### config.mk
export PLATFORM = sky130hd
export DESIGN_NAME = store_queue
export DESIGN_NICKNAME = d
export VERILOG_FILES = /design/src/rtl/sq_pkg.sv /design/src/rtl/sq_payload.sv /design/src/rtl/sq_run_len.sv /design/src/rtl/sq_wb_pick.sv /design/src/rtl/store_queue.sv
export SDC_FILE = /design/constraint.sdc
export NUM_CORES = 2
export LEC_CHECK = 0
export BUFFER_PORTS_ARGS = -buffer_cell sky130_fd_sc_hd__clkbuf_2
export CELL_PAD_IN_SITES_DETAIL_PLACEMENT = 1
export CELL_PAD_IN_SITES_GLOBAL_PLACEMENT = 1
export CORE_MARGIN = 5
export CORE_UTILIZATION = 45
export DETAILED_ROUTE_END_ITERATION = 16
export PLACE_DENSITY_LB_ADDON = 0.1
export SYNTH_ARGS = -nofsm -noshare
export SYNTH_HDL_FRONTEND = slang
export SYNTH_SLANG_ARGS = --single-unit
### constraint.sdc
create_clock -name clk -period 12.1 [get_ports clk]
set_input_delay 3.63 -clock clk [delete_from_list [all_inputs] [get_ports clk]]
set_output_delay 3.63 -clock clk [all_outputs]
set_load 0.01 [all_outputs]
### src/rtl/sq_pkg.sv
package sq_pkg;
  localparam int SZ_W = 4;

  function automatic logic size_ok(input logic [SZ_W-1:0] s);
    return (s == 4'd0) || (s == 4'd1) || (s == 4'd2) || (s == 4'd4) || (s == 4'd8);
  endfunction
endpackage

### src/rtl/sq_payload.sv
module sq_payload #(
  parameter int DEPTH = 8,
  parameter int W     = 32,
  parameter int PORTS = 2,
  localparam int IDX_W = $clog2(DEPTH)
) (
  input  logic             clk,
  input  logic             we,
  input  logic [IDX_W-1:0] waddr,
  input  logic [W-1:0]     wdata,
  input  logic [IDX_W-1:0] raddr [PORTS],
  output logic [W-1:0]     rdata [PORTS]
);
  logic [W-1:0] mem [DEPTH];

  always_ff @(posedge clk) begin
    if (we) mem[waddr] <= wdata;
  end

  for (genvar p = 0; p < PORTS; p++) begin : g_rd
    assign rdata[p] = mem[raddr[p]];
  end
endmodule

### src/rtl/sq_run_len.sv
module sq_run_len #(
  parameter int DEPTH    = 8,
  parameter bit BACKWARD = 1'b0,
  localparam int IDX_W = $clog2(DEPTH)
) (
  input  logic [IDX_W-1:0] start,
  input  logic [IDX_W-1:0] limit,
  input  logic [DEPTH-1:0] pred,
  output logic [IDX_W-1:0] len,
  output logic [DEPTH-1:0] in_run
);
  logic [IDX_W-1:0] idx;
  logic             go;

  always_comb begin
    len    = '0;
    in_run = '0;
    go     = 1'b1;
    idx    = start;
    for (int k = 0; k < DEPTH; k++) begin
      idx = BACKWARD ? start - IDX_W'(k) : start + IDX_W'(k);
      if (go && (k < int'(limit)) && pred[idx]) begin
        len         = len + 1'b1;
        in_run[idx] = 1'b1;
      end else begin
        go = 1'b0;
      end
    end
  end
endmodule

### src/rtl/sq_wb_pick.sv
module sq_wb_pick #(
  parameter int DEPTH = 8,
  parameter int PORTS = 2,
  localparam int IDX_W = $clog2(DEPTH)
) (
  input  logic [IDX_W-1:0] wb_ptr,
  input  logic [IDX_W-1:0] limit,
  input  logic [DEPTH-1:0] elig,
  input  logic [DEPTH-1:0] zero,
  input  logic             ready,
  output logic [PORTS-1:0] lane_v,
  output logic [IDX_W-1:0] lane_idx [PORTS],
  output logic [IDX_W-1:0] adv,
  output logic [DEPTH-1:0] zc
);
  logic [IDX_W-1:0] idx;
  logic [IDX_W-1:0] adv_all, adv_pre;
  logic [DEPTH-1:0] zc_all, zc_pre;
  logic             go, pre;
  int               lane;

  always_comb begin
    lane_v  = '0;
    for (int p = 0; p < PORTS; p++) lane_idx[p] = '0;
    adv_all = '0;
    adv_pre = '0;
    zc_all  = '0;
    zc_pre  = '0;
    go      = 1'b1;
    pre     = 1'b1;
    lane    = 0;
    idx     = wb_ptr;
    for (int j = 0; j < PORTS; j++) begin
      idx = wb_ptr + IDX_W'(j);
      if (go && (j < int'(limit)) && elig[idx]) begin
        adv_all = adv_all + 1'b1;
        if (zero[idx]) begin
          zc_all[idx] = 1'b1;
          if (pre) begin
            zc_pre[idx] = 1'b1;
            adv_pre     = adv_pre + 1'b1;
          end
        end else begin
          pre = 1'b0;
          if (lane < PORTS) begin
            lane_v[lane]   = 1'b1;
            lane_idx[lane] = idx;
          end
          lane = lane + 1;
        end
      end else begin
        go = 1'b0;
      end
    end
    adv = ready ? adv_all : adv_pre;
    zc  = ready ? zc_all  : zc_pre;
  end
endmodule

### src/rtl/store_queue.sv
module store_queue
  import sq_pkg::*;
#(
  parameter int DEPTH  = 8,
  parameter int PORTS  = 2,
  parameter int SEQ_W  = 16,
  parameter int ADDR_W = 16,
  parameter int DATA_W = 32,
  localparam int IDX_W = $clog2(DEPTH),
  localparam int PAY_W = ADDR_W + SZ_W + DATA_W
) (
  input  logic                     clk,
  input  logic                     rst,
  input  logic                     alloc_valid,
  input  logic [SEQ_W-1:0]         alloc_seq,
  input  logic [SZ_W-1:0]          alloc_size,
  input  logic [ADDR_W-1:0]        alloc_addr,
  input  logic [DATA_W-1:0]        alloc_data,
  output logic                     alloc_err,
  output logic [IDX_W-1:0]         free_cnt,
  output logic                     empty,
  input  logic                     commit_valid,
  input  logic [SEQ_W-1:0]         commit_seq,
  input  logic                     squash_valid,
  input  logic [SEQ_W-1:0]         squash_seq,
  output logic [PORTS-1:0]         wr_valid,
  output logic [PORTS*ADDR_W-1:0]  wr_addr,
  output logic [PORTS*SZ_W-1:0]    wr_size,
  output logic [PORTS*DATA_W-1:0]  wr_data,
  output logic [PORTS*IDX_W-1:0]   wr_idx,
  input  logic                     wr_ready,
  input  logic                     cpl_valid,
  input  logic [IDX_W-1:0]         cpl_idx,
  input  logic                     stall_set,
  input  logic [IDX_W-1:0]         stall_idx,
  output logic                     replay_go
);
  // pointers and per-entry flags
  logic [IDX_W-1:0] head_q, tail_q, wb_q;
  logic [SEQ_W-1:0] seq_q [DEPTH];
  logic [DEPTH-1:0] elig_q, done_q, zero_q;
  logic [DEPTH-1:0] elig_nx, done_nx, zero_nx;
  logic             stalled_q, err_q, replay_q;
  logic [IDX_W-1:0] stall_ix_q;

  logic [IDX_W-1:0] occ, wb_span;
  logic             accept, refuse;

  assign occ      = tail_q - head_q;
  assign wb_span  = tail_q - wb_q;
  assign free_cnt = IDX_W'(DEPTH - 1) - occ;
  assign empty    = (head_q == tail_q);
  assign accept   = alloc_valid && !squash_valid && size_ok(alloc_size) && (free_cnt != '0);
  assign refuse   = alloc_valid && !squash_valid && (!size_ok(alloc_size) || (free_cnt == '0));

  // per-entry predicates for the three walks
  logic [DEPTH-1:0] cmt_pred, sqh_pred;
  for (genvar i = 0; i < DEPTH; i++) begin : g_pred
    assign cmt_pred[i] = elig_q[i] | (seq_q[i] <= commit_seq);
    assign sqh_pred[i] = ~elig_q[i] & (seq_q[i] > squash_seq);
  end

  logic [IDX_W-1:0] cmt_len, sqh_len, ret_len;
  logic [DEPTH-1:0] cmt_run, sqh_run, ret_run;

  sq_run_len #(.DEPTH(DEPTH), .BACKWARD(1'b0)) u_commit (
    .start(head_q), .limit(occ), .pred(cmt_pred), .len(cmt_len), .in_run(cmt_run)
  );

  sq_run_len #(.DEPTH(DEPTH), .BACKWARD(1'b1)) u_squash (
    .start(tail_q - 1'b1), .limit(occ), .pred(sqh_pred), .len(sqh_len), .in_run(sqh_run)
  );

  sq_run_len #(.DEPTH(DEPTH), .BACKWARD(1'b0)) u_retire (
    .start(head_q), .limit(occ), .pred(done_q), .len(ret_len), .in_run(ret_run)
  );

  // writeback selection
  logic [PORTS-1:0] lane_v;
  logic [IDX_W-1:0] lane_idx [PORTS];
  logic [IDX_W-1:0] wb_adv;
  logic [DEPTH-1:0] zc_mask;

  sq_wb_pick #(.DEPTH(DEPTH), .PORTS(PORTS)) u_pick (
    .wb_ptr(wb_q), .limit(wb_span), .elig(elig_q), .zero(zero_q), .ready(wr_ready),
    .lane_v(lane_v), .lane_idx(lane_idx), .adv(wb_adv), .zc(zc_mask)
  );

  // payload storage
  logic [PAY_W-1:0] rd_word [PORTS];

  sq_payload #(.DEPTH(DEPTH), .W(PAY_W), .PORTS(PORTS)) u_pay (
    .clk(clk), .we(accept), .waddr(tail_q),
    .wdata({alloc_addr, alloc_size, alloc_data}),
    .raddr(lane_idx), .rdata(rd_word)
  );

  for (genvar l = 0; l < PORTS; l++) begin : g_lane
    assign wr_valid[l]                   = lane_v[l];
    assign wr_idx[l*IDX_W +: IDX_W]      = lane_idx[l];
    assign wr_addr[l*ADDR_W +: ADDR_W]   = rd_word[l][PAY_W-1 -: ADDR_W];
    assign wr_size[l*SZ_W +: SZ_W]       = rd_word[l][DATA_W +: SZ_W];
    assign wr_data[l*DATA_W +: DATA_W]   = rd_word[l][DATA_W-1:0];
  end

  // flag next-state
  always_comb begin
    elig_nx = elig_q;
    done_nx = done_q | zc_mask;
    zero_nx = zero_q;
    if (commit_valid && !squash_valid) elig_nx = elig_q | cmt_run;
    if (cpl_valid) done_nx[cpl_idx] = 1'b1;
    if (accept) begin
      elig_nx[tail_q] = 1'b0;
      done_nx[tail_q] = 1'b0;
      zero_nx[tail_q] = (alloc_size == '0);
    end
  end

  // parked-load release
  logic hit_issue, release_now;
  always_comb begin
    hit_issue = 1'b0;
    for (int p = 0; p < PORTS; p++)
      if (lane_v[p] && (lane_idx[p] == stall_ix_q)) hit_issue = 1'b1;
    release_now = stalled_q && ((wr_ready && hit_issue) ||
                                (cpl_valid && (cpl_idx == stall_ix_q)) ||
                                zc_mask[stall_ix_q]);
  end

  always_ff @(posedge clk) begin
    if (rst) begin
      head_q     <= '0;
      tail_q     <= '0;
      wb_q       <= '0;
      elig_q     <= '0;
      done_q     <= '0;
      zero_q     <= '0;
      stalled_q  <= 1'b0;
      stall_ix_q <= '0;
      err_q      <= 1'b0;
      replay_q   <= 1'b0;
    end else begin
      head_q <= head_q + ret_len;
      wb_q   <= wb_q + wb_adv;
      if (squash_valid)  tail_q <= tail_q - sqh_len;
      else if (accept)   tail_q <= tail_q + 1'b1;
      elig_q   <= elig_nx;
      done_q   <= done_nx;
      zero_q   <= zero_nx;
      err_q    <= refuse;
      replay_q <= release_now;
      if (stall_set) begin
        stalled_q  <= 1'b1;
        stall_ix_q <= stall_idx;
      end else if (release_now) begin
        stalled_q  <= 1'b0;
      end
    end
  end

  always_ff @(posedge clk) begin
    if (accept) seq_q[tail_q] <= alloc_seq;
  end

  assign alloc_err = err_q;
  assign replay_go = replay_q;
endmodule

# == After elaboration in Yosys (flattened, before gate mapping) ==
# Memories as Yosys holds them, arrays and structs flattened.
# Cells that the tools add are included.
# word_totals
regBits,39
ram_bits,544
in_bits,114
output_inout_bits,118
elab_cells,395
n_memories,2
# memory_table
memory,depth,word_bits,rd,rd_ports_with_merged_regs,write_ports,line_no,text
u_pay.mem,8,52,2,0,1,sq_payload.sv:14,logic [W-1:0] mem [DEPTH];
seq_q,8,16,8,0,1,store_queue.sv:40,logic [SEQ_W-1:0] seq_q [DEPTH];
# classes
n_addsub,35
n_lt_le_gt_ge,60
eq_ne,8
muxes,162
bitwise_logic,39
n_reduce_logical,79
# op_table
cell,n
8-bit 2-to-1 mux,19
16-bit > comparator,8
16-bit less-or-equal comparator,8
8-bit OR,10
1-bit binary-select mux with 3-bit select,26
"3-bit by 4-bit less-than comparator with 1-bit output, second input constant",19
1-bit 2-to-1 mux,72
3-bit 2-to-1 mux,23
1-bit logical AND,65
"32-bit by 3-bit less-than comparator with 1-bit output, second input constant",2
"3-bit by 1-bit adder with 3-bit output, second input constant",17
1-bit demux with 3-bit select,11
"3-bit by 1-bit greater-or-equal comparator with 1-bit output, second input constant",11
"32-bit by 1-bit greater-or-equal comparator with 1-bit output, second input constant",1
"32-bit by 2-bit greater-or-equal comparator with 1-bit output, second input constant",1
"32-bit by 1-bit less-than comparator with 1-bit output, second input constant",1
32-bit 2-to-1 mux,1
32-bit NOT,1
6-bit 2-to-1 mux,3
8-bit bitwise AND,2
3-bit equality test,4
"1-bit by 3-bit less-than comparator with 1-bit output, first input constant",4
"3-bit adder, second input constant",3
"3-bit less-than comparator, first input constant",3
other kinds (28),68

# == Logic depth before layout (Yosys ltp) ==
# An unclocked memory read counts as a cell.
# logic_depth
ltp_word,29
depth_mapped,32
mapped_depth_nobuf,32

# == By module ==
# Synthesis repeated with hierarchy kept, for this count alone.
# unflattened
cells_unflattened,2491
area_unflattened_um2,35838.1
# modules_own_cells
module,instances,cells_per_inst,area_per_inst_um2,seq_area_each_um2
sq_payload,1,801,18851.8,12492.0
store_queue,1,1009,11576.1,4624.4
sq_run_len (u_commit ...),2,203,1630.3,0.0
sq_run_len (u_squash),1,172,1365.1,0.0
sq_wb_pick,1,103,784.5,0.0

# == Worst setup path before layout ==
# OpenSTA, ideal clock, no wires.
# synth_path
path_type,input port to flip-flop
from,input squash_seq[14]
to,register tail_q[2]
setup_time_ns,0.128
arrival_time_ns,9.897
t_required_ns,11.972
path_slack_ns,2.076
cell_stages,30
n_path_buf,0
cell_sequence,inv_1 > ha_1 > nand4_1 > or3_1 > a21o_1 > a2111oi_2 > a21oi_1 > mux4_2 > or3_1 > inv_1 > ha_1 > o2111ai_1 > xnor2_1 > inv_1 > ha_1 > inv_1 > o21ai_0 > ha_1 > mux2i_1 > o21ai_0 > ha_1 > mux2_2 > ha_1 > o2111a_1 > a311o_1 > and2_1 > a211oi_1 > mux2i_1 > xnor2_1 > nor2_1
# synth_between
elab_chain_cells,26
word_cells_on_any_way,64
classes_between,add/sub: 7; order compare: 8; mux: 28; bitwise: 8; reduce/logical: 13
# synth_rtl
element,line_no,text
from (decl),store_queue.sv:25,"input logic [SEQ_W-1:0] squash_seq,"
branches (longest 23 deep; another with 16-bit > comparator),n/a,
3-bit 2-to-1 mux *,sq_run_len.sv:22,if (go && (k < int'(limit)) && pred[idx]) begin
3-bit subtractor *,store_queue.sv:146,if (squash_valid) tail_q <= tail_q - sqh_len;
3-bit 2-to-1 mux *,store_queue.sv:146,
to (signal assigned),store_queue.sv:146,
to (signal assigned),store_queue.sv:147,else if (accept) tail_q <= tail_q + 1'b1;
to (decl),store_queue.sv:39,"logic [IDX_W-1:0] head_q, tail_q, wb_q;"
# Every way passes the cells marked *. The select of a mux whose other input is x is not followed.
# A chain may end at the register's enable or synchronous reset.

# == Worst setup path after layout ==
# layout_path
from,register tail_q[0]
to,output wr_data[63]
# layout_between
elab_chain_cells,14
word_cells_on_any_way,20
classes_between,add/sub: 1; order compare: 5; mux: 8; bitwise: 1; reduce/logical: 4; memory: 1
# layout_rtl
element,line_no,text
3-bit subtractor *,store_queue.sv:50,assign wb_span = tail_q - wb_q;
1-bit by 3-bit less-than comparator with 1-bit output,sq_wb_pick.sv:35,if (go && (j < int'(limit)) && elig[idx]) begin
1-bit logical AND,sq_wb_pick.sv:35,
32-bit 2-to-1 mux,sq_wb_pick.sv:35,
32-bit NOT (implied by the code),sq_wb_pick.sv:47,lane_idx[lane] = idx;
32-bit by 2-bit greater-or-equal comparator with 1-bit output (implied by the code) / 32-bit by 1-bit less-than comparator with 1-bit output (equally long branches),sq_wb_pick.sv:47,
1-bit logical AND (implied by the code),sq_wb_pick.sv:47,
3-bit 2-to-1 mux (implied by the code),sq_wb_pick.sv:47,
3-bit demux with 1-bit select,sq_wb_pick.sv:47,
6-bit bitwise mux,sq_wb_pick.sv:47,
6-bit 2-to-1 mux,sq_wb_pick.sv:45,if (lane < PORTS) begin
6-bit 2-to-1 mux,sq_wb_pick.sv:37,if (zero[idx]) begin
6-bit 2-to-1 mux *,sq_wb_pick.sv:35,
memory read 8 x 52 bit *,n/a,
to (decl),store_queue.sv:29,"output logic [PORTS*DATA_W-1:0] wr_data,"
# Every way passes the cells marked *; elsewhere a longest branch is shown, timed or not.

==> impl_metrics.env <==
export IMPL_period_minus_slack_ps=11060
export IMPL_drc_errors=0
export IMPL_grt_pass1_wl_um=184800
export IMPL_wl_um=122500
export IMPL_core_area_um2=75700
export IMPL_layout_common_cells="nand2_1, edfxtp_1, nand3_1, ha_1, clkbuf_2"
export IMPL_max_freq_mhz=90.41
export IMPL_critPathMaxFanout=49
export IMPL_fin_nets=3982
export IMPL_rsz0062_at_grt="no"
export IMPL_yosys_area_share_simple_pct=19.84
export IMPL_layout_drive_gt1_share_pct=13.34
export IMPL_cts_made_buffers=71
export IMPL_grt_remaining_overflow=0
export IMPL_yosysWarnings=0
export IMPL_cts_sinks=583
export IMPL_synth_top_family_by_area="simple AND/OR/NAND/NOR gates"
export IMPL_power_frac_seq_pct=43.1
export IMPL_io_pins=232
export IMPL_dieArea_um2=81830
export IMPL_criticalPathCategory="flop to output port"
export IMPL_max_cap_viol_count=0
export IMPL_tightest_slew_ps=1144
export IMPL_final_setup_viol_count=0
export IMPL_endpoint_kind="output port"
export IMPL_layout_commonest_cell="nand2_1"
export IMPL_cts_htree_levels=3
export IMPL_antenna_left=0
export IMPL_r2r_end="tail_q[2]"
export IMPL_finalSetupTns_ps=0
export IMPL_r2r_start="tail_q[0]"
export IMPL_slew_viol_final=0
export IMPL_switching_share_pct=28.59
export IMPL_ys_flop_type="edfxtp_1"
export IMPL_reg2reg_slack_ps=3250
export IMPL_synth_adder_area_share_pct=10.83
export IMPL_cts_buffer_depth=3
export IMPL_drtIter0Drc=2178
export IMPL_antenna_found_initial=5
export IMPL_p_int_w=0.003832
export IMPL_cts_tree="done"
export IMPL_crit_start="tail_q[0]"
export IMPL_port_buffers=231
export IMPL_rr_worst_depth=28
export IMPL_postSynth_asyncResetShare_pct=0
export IMPL_synth_xor_area_share_pct=0.9815
export IMPL_area_delta_synth_final_pct=12.43
export IMPL_syn_area_per_cell_um2=10.01
export IMPL_dp_hpwl_um=79050
export IMPL_p_switching_w=0.001534
export IMPL_power_share_combinational_pct=17.5
export IMPL_crit_path_end="wr_data[63]"
export IMPL_first_pass_iters=6
export IMPL_ys_ff_latch=583
export IMPL_dp_cells=4480
export IMPL_p_clk_share_pct=39.4
export IMPL_max_slew_margin_pct=23.71
export IMPL_vias=28880
export IMPL_leakage_nw=15.27
export IMPL_cts_resized=0
export IMPL_die_x_um=286.1
export IMPL_synth_mux_area_share_pct=4.400
export IMPL_wl_per_cell_um=26.59
export IMPL_vias_per_cell=6.268
export IMPL_worstHoldPathType="flop to flop"
export IMPL_syn_cell_area_um2=34290
export IMPL_crit_arrival_ps=7430
export IMPL_clk_latency_ps=620
export IMPL_initial_utilization_pct=45.30
export IMPL_grtUsageTotal_pct=29.02
export IMPL_synth_edf_count=544
export IMPL_powerDensity_nw_per_um2=139.2
export IMPL_finClkSkew_ps=23.13
export IMPL_finalNonFillerCells=4607
export IMPL_place_congestion=0.9337
export IMPL_syn_num_nets=3834
export IMPL_worst_hold_slack_ps=463.7
export IMPL_grt_pass1_vias=30810
export IMPL_cp_required_ps=8470
export IMPL_yosysUniqueCellTypes=91
export IMPL_power_w=0.005366
export IMPL_hold_buffers=0
export IMPL_report_final_hold_viol_count=0
export IMPL_die_h_um=286.1
export IMPL_clk_pin_slew_ps=60
export IMPL_yosysSeqAreaShare_pct=49.91
export IMPL_peakVddDrop_mv=0.1081
export IMPL_status="completed"
export IMPL_grt_max_degree=209
export IMPL_syn_instance_count=3427
export IMPL_cts_setup_buffers=0
export IMPL_synth_compound_area_share_pct=10.82
export IMPL_ctsRootBufferMaster="clkbuf_16"
export IMPL_fin_crit_sh_pct=91.41
export IMPL_cp_start_kind="flop"
export IMPL_rows=101
export IMPL_post_route_util_pct=50.94
-- power by group through the flow --
stage | logic, W | clock network [W] | registers [W]
6_report | 0.000939 | 0.00211 | 0.00231
3_3_place_gp | 0.000902 | 0 | 0.00235
2_1_floorplan | 0.000628 | 0 | 0.00232
4_1_cts | 0.000935 | 0.00215 | 0.00231
5_1_grt | 0.00103 | 0.00224 | 0.00232
3_5_place_dp | 0.000930 | 0 | 0.00235
-- sequential cells by signal, indices dropped and copies added (netlist names) --
| signal | count |
|---|---|
| head_q | 3 |
| stalled_q | 1 |
| zero_q | 8 |
| elig_q | 8 |
| seq_q | 128 |
| tail_q | 3 |
| wb_q | 3 |
| alloc_err | 1 |
| u_pay.mem | 416 |
| done_q | 8 |
| stall_ix_q | 3 |
| replay_go | 1 |
-- how the worst min path moves through the flow --
stage	startpoint	to	slack [ps]	cells after the start
2_1_floorplan	stalled_q	replay_go	430	2
3_3_place_gp	stalled_q	replay_go	440	2
3_5_place_dp	stalled_q	replay_go	450	2
4_1_cts	stalled_q	replay_go	460	2
5_1_grt	stalled_q	replay_go	510	2
6_report	stalled_q	replay_go	460	2
-- final cells by class --
| cell class | instances | area, um^2 |
|---|---|---|
| well taps | 978 | 1224 |
| repair buffers | 260 | 1399 |
| inverters | 97 | 379.1 |
| flip-flops and latches | 583 | 17120 |
| multi-input cells | 2562 | 16160 |
| clock buffers | 89 | 1887 |
| fillers | 8336 | 37140 |
| clock inverters | 36 | 384.1 |
| diodes | 2 | 5.005 |
-- through the flow --
stage               setup slack, ps  instance area, um^2
floorplan                      2076                34290
global placement              936.4                36280
detailed placement            682.3                36280
CTS                            1013                38550
global route                  554.5                38550
finish                         1040                38560
-- worst max-delay path, cell delays in order (launching register included) --
cell      delay (ps)
dfxtp_1          770
clkinv_1         640
ha_1             420
fa_1             380
xnor3_1          190
and2_1           190
a221oi_2         480
o211a_4          270
nand2_1          130
nor2_1           620
nand2_4          480
inv_4            650
buf_4            660
nand2_1          130
nand3_1          110
o21ai_0          110
o21ai_0          270
clkbuf_2         200
-- synthesized netlist by cell type (5+ instances only) --
library cell | n | area, um^2
nor2_1 | 87 | 326.6
clkbuf_1 | 137 | 514.2
nor3_1 | 26 | 130.1
nand2b_1 | 16 | 100.1
a31oi_1 | 13 | 81.33
a21o_1 | 32 | 240.2
mux4_2 | 20 | 450.4
a211o_1 | 8 | 70.07
o211ai_1 | 16 | 120.1
and2_1 | 6 | 37.54
buf_1 | 27 | 101.4
buf_2 | 17 | 85.08
mux2i_1 | 36 | 360.4
edfxtp_1 | 544 | 16340
a21oi_1 | 95 | 475.5
a22oi_1 | 7 | 52.55
a2111oi_0 | 6 | 52.55
and4_1 | 5 | 43.79
o21a_1 | 24 | 180.2
a211oi_1 | 9 | 67.56
o22ai_1 | 69 | 431.7
nand4_1 | 60 | 375.4
o21ai_1 | 10 | 50.05
nor2b_1 | 24 | 150.1
fa_1 | 5 | 100.1
o21ai_0 | 207 | 1036
a221oi_1 | 15 | 131.4
xnor2_1 | 23 | 201.4
or3_1 | 7 | 43.79
and3_1 | 11 | 68.82
nand3_1 | 448 | 2242
inv_1 | 89 | 334.1
dfxtp_1 | 39 | 780.8
nand2_1 | 817 | 3067
ha_1 | 288 | 3603
xor2_1 | 11 | 96.34
nor4_1 | 12 | 75.07
mux2_2 | 62 | 698.2
clkinv_1 | 5 | 18.77
-- routing by layer --
metal  track usage (%)  routed length [um]  share of wire [%]
met1             38.46               52580                 43
met2             48.96               58680                 48
met3             4.645                7349                6.0
met4             9.478                3836                3.1
met5                 0                  47              0.038
-- kinds of logic (layout without fill, tap and decap cells) --
family / Yosys count / count (layout)
other: 0 / 2
multiplexers: 118 / 118
AND/OR/NAND/NOR: 1536 / 1536
adder cells (fa/ha/maj): 294 / 294
flip-flops: 583 / 583
AO/OA/AOI/OAI: 578 / 578
buffers and inverters: 282 / 482
XOR/XNOR: 36 / 36
Power figures use the tool's default switching activity.
